File: src/rtl/dcache_pkg.sv
package dcache_pkg;

    localparam int LINE_WORDS = 2;
    localparam int WORD_W     = 64;
    localparam int LINE_W     = LINE_WORDS * WORD_W;

    typedef enum logic [2:0] {
        ST_IDLE,
        ST_LOOKUP,
        ST_FILL,
        ST_WRMEM,
        ST_DONE
    } dc_state_e;

endpackage

File: src/rtl/dcache_addr_split.sv
module dcache_addr_split #(
    parameter int ADDR_W    = 16,
    parameter int NUM_LINES = 3,
    localparam int BLK_W    = ADDR_W - 4,
    localparam int IDX_W    = (NUM_LINES > 1) ? $clog2(NUM_LINES) : 1
) (
    input  logic [ADDR_W-1:0] addr,
    output logic [IDX_W-1:0]  idx,
    output logic [BLK_W-1:0]  tag,
    output logic              wsel
);
    localparam logic [BLK_W-1:0] NL_B = BLK_W'(NUM_LINES);

    logic [BLK_W-1:0] blk;
    logic [BLK_W-1:0] rem;

    always_comb begin
        blk  = addr[ADDR_W-1:4];
        rem  = blk % NL_B;
        idx  = rem[IDX_W-1:0];
        tag  = blk / NL_B;
        wsel = addr[3];
    end
endmodule

File: src/rtl/dcache_store.sv
module dcache_store #(
    parameter int ADDR_W    = 16,
    parameter int NUM_LINES = 3,
    localparam int TAG_W    = ADDR_W - 4,
    localparam int IDX_W    = (NUM_LINES > 1) ? $clog2(NUM_LINES) : 1,
    localparam int WORD_W   = dcache_pkg::WORD_W,
    localparam int LINE_W   = dcache_pkg::LINE_W
) (
    input  logic              clk,
    input  logic              rst_n,
    input  logic [IDX_W-1:0]  idx,
    input  logic [TAG_W-1:0]  tag,
    input  logic              wsel,
    input  logic              fill_en,
    input  logic [LINE_W-1:0] fill_line,
    input  logic              word_en,
    input  logic [WORD_W-1:0] word_data,
    output logic              look_hit,
    output logic [WORD_W-1:0] look_word
);
    logic [NUM_LINES-1:0]                 vld_all;
    logic [NUM_LINES-1:0][TAG_W-1:0]      tag_all;
    logic [NUM_LINES-1:0][LINE_W-1:0]     dat_all;

    for (genvar g = 0; g < NUM_LINES; g++) begin : g_line
        logic              vld_q;
        logic [TAG_W-1:0]  tag_q;
        logic [WORD_W-1:0] w0_q;
        logic [WORD_W-1:0] w1_q;
        logic              sel_me;

        assign sel_me = (idx == IDX_W'(g));

        always_ff @(posedge clk or negedge rst_n) begin
            if (!rst_n) begin
                vld_q <= 1'b0;
            end else if (fill_en && sel_me) begin
                vld_q <= 1'b1;
            end
        end

        always_ff @(posedge clk) begin
            if (fill_en && sel_me) begin
                tag_q <= tag;
                w0_q  <= fill_line[WORD_W-1:0];
                w1_q  <= fill_line[LINE_W-1:WORD_W];
            end else if (word_en && sel_me) begin
                if (wsel) begin
                    w1_q <= word_data;
                end else begin
                    w0_q <= word_data;
                end
            end
        end

        assign vld_all[g] = vld_q;
        assign tag_all[g] = tag_q;
        assign dat_all[g] = {w1_q, w0_q};
    end

    always_comb begin
        look_hit  = 1'b0;
        look_word = '0;
        for (int i = 0; i < NUM_LINES; i++) begin
            if (idx == IDX_W'(i)) begin
                look_hit  = vld_all[i] && (tag_all[i] == tag);
                look_word = wsel ? dat_all[i][LINE_W-1:WORD_W]
                                 : dat_all[i][WORD_W-1:0];
            end
        end
    end
endmodule

File: src/rtl/dcache_ctrl.sv
module dcache_ctrl
    import dcache_pkg::*;
#(
    parameter int ADDR_W = 16
) (
    input  logic              clk,
    input  logic              rst_n,
    input  logic              req_valid,
    output logic              req_ready,
    input  logic              req_write,
    input  logic [ADDR_W-1:0] req_addr,
    input  logic [WORD_W-1:0] req_wdata,
    output logic              rsp_valid,
    output logic [WORD_W-1:0] rsp_rdata,
    output logic              rsp_hit,
    output logic              mem_req,
    output logic              mem_we,
    output logic [ADDR_W-1:0] mem_addr,
    output logic [WORD_W-1:0] mem_wdata,
    input  logic              mem_ack,
    input  logic [LINE_W-1:0] mem_rline,
    output logic [ADDR_W-1:0] cur_addr,
    output logic [WORD_W-1:0] cur_wdata,
    input  logic              look_hit,
    input  logic [WORD_W-1:0] look_word,
    output logic              fill_en,
    output logic              word_en
);
    dc_state_e state, nxt;

    logic              r_write;
    logic [ADDR_W-1:0] r_addr;
    logic [WORD_W-1:0] r_wdata;
    logic [WORD_W-1:0] rdata_q;
    logic              hit_q;
    logic              accept;

    assign accept = req_valid && (state == ST_IDLE);

    always_ff @(posedge clk or negedge rst_n) begin
        if (!rst_n) begin
            state <= ST_IDLE;
        end else begin
            state <= nxt;
        end
    end

    always_comb begin
        nxt = state;
        unique case (state)
            ST_IDLE:   if (accept) nxt = ST_LOOKUP;
            ST_LOOKUP: begin
                if (r_write)       nxt = ST_WRMEM;
                else if (look_hit) nxt = ST_DONE;
                else               nxt = ST_FILL;
            end
            ST_FILL:   if (mem_ack) nxt = ST_DONE;
            ST_WRMEM:  if (mem_ack) nxt = ST_DONE;
            ST_DONE:   nxt = ST_IDLE;
            default:   nxt = ST_IDLE;
        endcase
    end

    always_comb begin
        req_ready = (state == ST_IDLE);
        rsp_valid = (state == ST_DONE);
        mem_req   = (state == ST_FILL) || (state == ST_WRMEM);
        mem_we    = (state == ST_WRMEM);
        mem_addr  = (state == ST_FILL) ? {r_addr[ADDR_W-1:4], 4'b0000}
                                       : {r_addr[ADDR_W-1:3], 3'b000};
        mem_wdata = r_wdata;
        fill_en   = (state == ST_FILL) && mem_ack;
        word_en   = (state == ST_LOOKUP) && r_write && look_hit;
        rsp_rdata = rdata_q;
        rsp_hit   = hit_q;
        cur_addr  = r_addr;
        cur_wdata = r_wdata;
    end

    always_ff @(posedge clk or negedge rst_n) begin
        if (!rst_n) begin
            r_write <= 1'b0;
            r_addr  <= '0;
            r_wdata <= '0;
            rdata_q <= '0;
            hit_q   <= 1'b0;
        end else begin
            if (accept) begin
                r_write <= req_write;
                r_addr  <= req_addr;
                r_wdata <= req_wdata;
            end
            if (state == ST_LOOKUP) begin
                hit_q <= look_hit;
                if (!r_write && look_hit) begin
                    rdata_q <= look_word;
                end
            end
            if (fill_en) begin
                rdata_q <= r_addr[3] ? mem_rline[LINE_W-1:WORD_W]
                                     : mem_rline[WORD_W-1:0];
            end
        end
    end
endmodule

File: src/rtl/dcache_wt.sv
module dcache_wt #(
    parameter int ADDR_W    = 16,
    parameter int NUM_LINES = 3
) (
    input  logic              clk,
    input  logic              rst_n,
    input  logic              req_valid,
    output logic              req_ready,
    input  logic              req_write,
    input  logic [ADDR_W-1:0] req_addr,
    input  logic [63:0]       req_wdata,
    output logic              rsp_valid,
    output logic [63:0]       rsp_rdata,
    output logic              rsp_hit,
    output logic              mem_req,
    output logic              mem_we,
    output logic [ADDR_W-1:0] mem_addr,
    output logic [63:0]       mem_wdata,
    input  logic              mem_ack,
    input  logic [127:0]      mem_rline
);
    localparam int TAG_W = ADDR_W - 4;
    localparam int IDX_W = (NUM_LINES > 1) ? $clog2(NUM_LINES) : 1;

    logic [ADDR_W-1:0] cur_addr;
    logic [63:0]       cur_wdata;
    logic [IDX_W-1:0]  idx;
    logic [TAG_W-1:0]  tag;
    logic              wsel;
    logic              look_hit;
    logic [63:0]       look_word;
    logic              fill_en;
    logic              word_en;

    dcache_ctrl #(.ADDR_W(ADDR_W)) u_ctrl (
        .clk       (clk),
        .rst_n     (rst_n),
        .req_valid (req_valid),
        .req_ready (req_ready),
        .req_write (req_write),
        .req_addr  (req_addr),
        .req_wdata (req_wdata),
        .rsp_valid (rsp_valid),
        .rsp_rdata (rsp_rdata),
        .rsp_hit   (rsp_hit),
        .mem_req   (mem_req),
        .mem_we    (mem_we),
        .mem_addr  (mem_addr),
        .mem_wdata (mem_wdata),
        .mem_ack   (mem_ack),
        .mem_rline (mem_rline),
        .cur_addr  (cur_addr),
        .cur_wdata (cur_wdata),
        .look_hit  (look_hit),
        .look_word (look_word),
        .fill_en   (fill_en),
        .word_en   (word_en)
    );

    dcache_addr_split #(.ADDR_W(ADDR_W), .NUM_LINES(NUM_LINES)) u_split (
        .addr (cur_addr),
        .idx  (idx),
        .tag  (tag),
        .wsel (wsel)
    );

    dcache_store #(.ADDR_W(ADDR_W), .NUM_LINES(NUM_LINES)) u_store (
        .clk       (clk),
        .rst_n     (rst_n),
        .idx       (idx),
        .tag       (tag),
        .wsel      (wsel),
        .fill_en   (fill_en),
        .fill_line (mem_rline),
        .word_en   (word_en),
        .word_data (cur_wdata),
        .look_hit  (look_hit),
        .look_word (look_word)
    );
endmodule

File: config.mk
export PLATFORM = sky130hd
export DESIGN_NAME = dcache_wt
export DESIGN_NICKNAME = d
export VERILOG_FILES = /design/src/rtl/dcache_pkg.sv /design/src/rtl/dcache_addr_split.sv /design/src/rtl/dcache_store.sv /design/src/rtl/dcache_ctrl.sv /design/src/rtl/dcache_wt.sv
export SDC_FILE = /design/constraint.sdc
export NUM_CORES = 1
export LEC_CHECK = 0
export ABC_AREA = 1
export BUFFER_PORTS_ARGS = -buffer_cell sky130_fd_sc_hd__buf_2
export CAP_MARGIN = 20
export CORE_ASPECT_RATIO = 2
export CORE_MARGIN = 3
export CORE_UTILIZATION = 40
export DETAILED_ROUTE_END_ITERATION = 8
export PLACE_DENSITY = 0.6
export SYNTH_ARGS = -nofsm -noshare
export SYNTH_HDL_FRONTEND = slang
export SYNTH_SLANG_ARGS = --single-unit
File: constraint.sdc
create_clock -name clk -period 20.7 [get_ports clk]
set_input_delay 3.105 -clock clk [delete_from_list [all_inputs] [get_ports clk]]
set_output_delay 3.105 -clock clk [all_outputs]
set_load 0.01 [all_outputs]
==> reports/metrics.cfg <==
[status]
outcome=completed

[setup_path]
worstPathRequired_ps=21020
max_stage_delay_ps=670
worstPathArrival_ps=7560
rr_startpoint=u_ctrl.cur_addr[15]
endpoint_kind=flop
ff2ff_setup_slack_ps=13460
crit_slowest_cell=buf_4
crit_path_frequent_cell=nand2_1
worstSetupPathType=reg2reg
reg2reg_to=u_store.g_line[2].w0_q[35]
critPathMaxFanout=99
crit_path_start_kind=flop
rr_worst_depth=40

[placement]
place_congestion=0.775
dp_cells=4267
dp_hpwl_um=52100
port_buffers=355

[synth]
syn-cell-area_um2=28200
synthCells=3174
async_reset_ff_frac=0.263
synth_area_leaders=edfxtp_1, nand2_1, dfrtp_1
synth-edff-count=417
yosys_warnings=0
synth-compound-area-share=0.0885
synth-seq-cells=566
synth_top_cell_by_area=edfxtp_1
synth_top_family_by_area=simple AND/OR/NAND/NOR gates
synth_fa_ha_area_frac=0.000887
avgSynthCellArea_um2=8.89
synth_top_area_frac=0.444
yosysSeqAreaShare=0.576
synth-xor-area-share=0.00714
synth.distinct_cells=43
synth-simple-area-share=0.243
synth_ff_type=edfxtp_1
synth.area.mux_share=0.0255

[clocking]
clock_latency_ps=630
numClockSinks=566
clkTransAtPathRegs_ps=70
root_buffer=clkbuf_16
clockBufferDepth=3
cts_resized=0
cts_tree=built
postCtsSetupRepairBufs=0
htreeDepth=2
ctsHoldBuffers=0
numCtsBuffers=54

[hold_path]
hold_path_depth=2
hp-start=u_store.g_line[0].vld_q
hold_path.class=reg2reg
min_to=u_store.g_line[0].vld_q

[cells_and_area]
nFillCells=6777
nNetsFinal=3635
drive_above_1_share=0.179
final_common_cell=nand2_1
layout_common_cells=nand2_1, edfxtp_1, buf_2, o21ai_0, nand3_1
area_growth_pct=14.7
stdcell_count=4376

[die]
die_area_um2=74000
rows=137
start_util=0.405
ios=362
core_um2=69800
die_h_um=382
die_width_um=194

[timing]
final.setup.tns_ps=0
rsz0062_at_grt=false
hold_viol=0
slew_viol_final=0
setup_violations=0
skew_ps=27.3
post-route-period-util=0.350
fin_crit_ps=7240
relSlewSlack=0.288
tightest_slew_ps=1070
max_freq_mhz=138

[grt]
grt.total_usage=0.229
antenna_found_initial=7
grt_max_degree=108
grt_overflow_total=0
first_global_vias=22800
grt_pass1_wl_um=132000

[routing]
final_antenna_net_count=0
drt_iter0_drc=1200
drt-vias-per-instance=5.30
vias=23200
dr.pass1.iters=9
wl_um=86100
wl_per_cell_um=19.7
route.detailed.drc=0

[run]
drv_cap=0

[cells in the mapped netlist, types with 3 or more instances]
master / n
nand2_1: 1271
o21ai_1: 129
nand3_2: 22
dfrtp_1: 149
nor2_4: 3
clkbuf_1: 108
inv_1: 175
nand4_1: 11
buf_2: 56
nor2_2: 4
nor4_1: 5
inv_2: 11
nand2_2: 15
mux2_2: 64
nand2_4: 6
edfxtp_1: 417
nand3_1: 246
nor2_1: 38
a21oi_1: 22
buf_1: 14
nand3_4: 3
buf_4: 10
xnor2_1: 9
xor2_1: 14
buf_6: 9
o21ai_0: 336
buf_8: 3
or2_2: 5
[worst max path at each step]
stage	from	end	slack (ps)	cells past startpoint
after floorplan	u_ctrl.cur_addr[15]	u_store.g_line[1].w0_q[0]	11620	38
after detailed placement	u_ctrl.cur_addr[15]	u_store.g_line[2].w1_q[35]	13500	39
final	u_ctrl.cur_addr[15]	u_store.g_line[2].w0_q[35]	13460	40
after global placement	u_ctrl.cur_addr[15]	u_store.g_line[2].w0_q[35]	13590	39
after global routing	u_ctrl.cur_addr[15]	u_store.g_line[2].w0_q[35]	12740	40
after CTS	u_ctrl.cur_addr[15]	u_store.g_line[2].w1_q[32]	13450	39
[area by class of cell]
| class | instances | area, µm² | area share |
|---|---|---|---|
| clock inverter | 26 | 269 | 0.00831 |
| inverter | 187 | 717 | 0.0221 |
| multi-input combinational | 2222 | 10400 | 0.322 |
| antenna | 8 | 20.0 | 0.000618 |
| timing repair buffer | 389 | 2040 | 0.0630 |
| tap | 903 | 1130 | 0.0349 |
| sequential | 566 | 16300 | 0.502 |
| clock buffer | 75 | 1520 | 0.0470 |
[state kept, by name, indices dropped and copies added (netlist names)]
name                  count
u_store.g_line.vld_q      3
u_ctrl.rsp_hit            1
u_ctrl.state              3
u_ctrl.r_write            1
u_store.g_line.tag_q     33
u_store.g_line.w0_q     192
u_store.g_line.w1_q     192
u_ctrl.cur_addr          13
u_ctrl.cur_wdata         64
u_ctrl.rsp_rdata         64
[logic make-up (layout without fill, tap and decap cells)]
family                     after synthesis  after routing
AOI/OAI and AO/OA                      494            494
other                                    1             11
and+or+nand+nor                       1636           1636
adders and majority gates                2              2
muxes                                   64             64
xor gates and xnor gates                23             23
buffers and inverters                  388            677
DFF                                    566            566
[routing by layer]
layer	vias to the layer above	track usage	wire, µm
li1	11100	-	-
met1	11100	0.265	32600
met2	811	0.425	45200
met3	167	0.0360	5480
met4	2	0.0819	2780
met5	-	0	11
[per-stage QoR]
| step | utilization | area, µm² | hold slack [ps] | worst slack [ps] |
|---|---|---|---|---|
| final | 0.464 | 32400 | 460 | 13460 |
| after global routing | 0.464 | 32400 | 495 | 12740 |
| after floorplan | - | 28200 | 423 | 11620 |
| after detailed placement | 0.438 | 30600 | 446 | 13500 |
| after global placement | 0.438 | 30600 | 441 | 13590 |
| after CTS | 0.464 | 32400 | 464 | 13450 |
[critical path, delay by kind of cell, from the launching register on]
family	cells	cell delay, ps
AOI/OAI and AO/OA	5	570
adders and majority gates	2	360
buffers and inverters	10	1940
DFF	1	390
and+or+nand+nor	23	3480
Power is left out: the tool's default activity adds up to more than one toggle a clock period on the data nets, which glitch-free logic cannot reach.
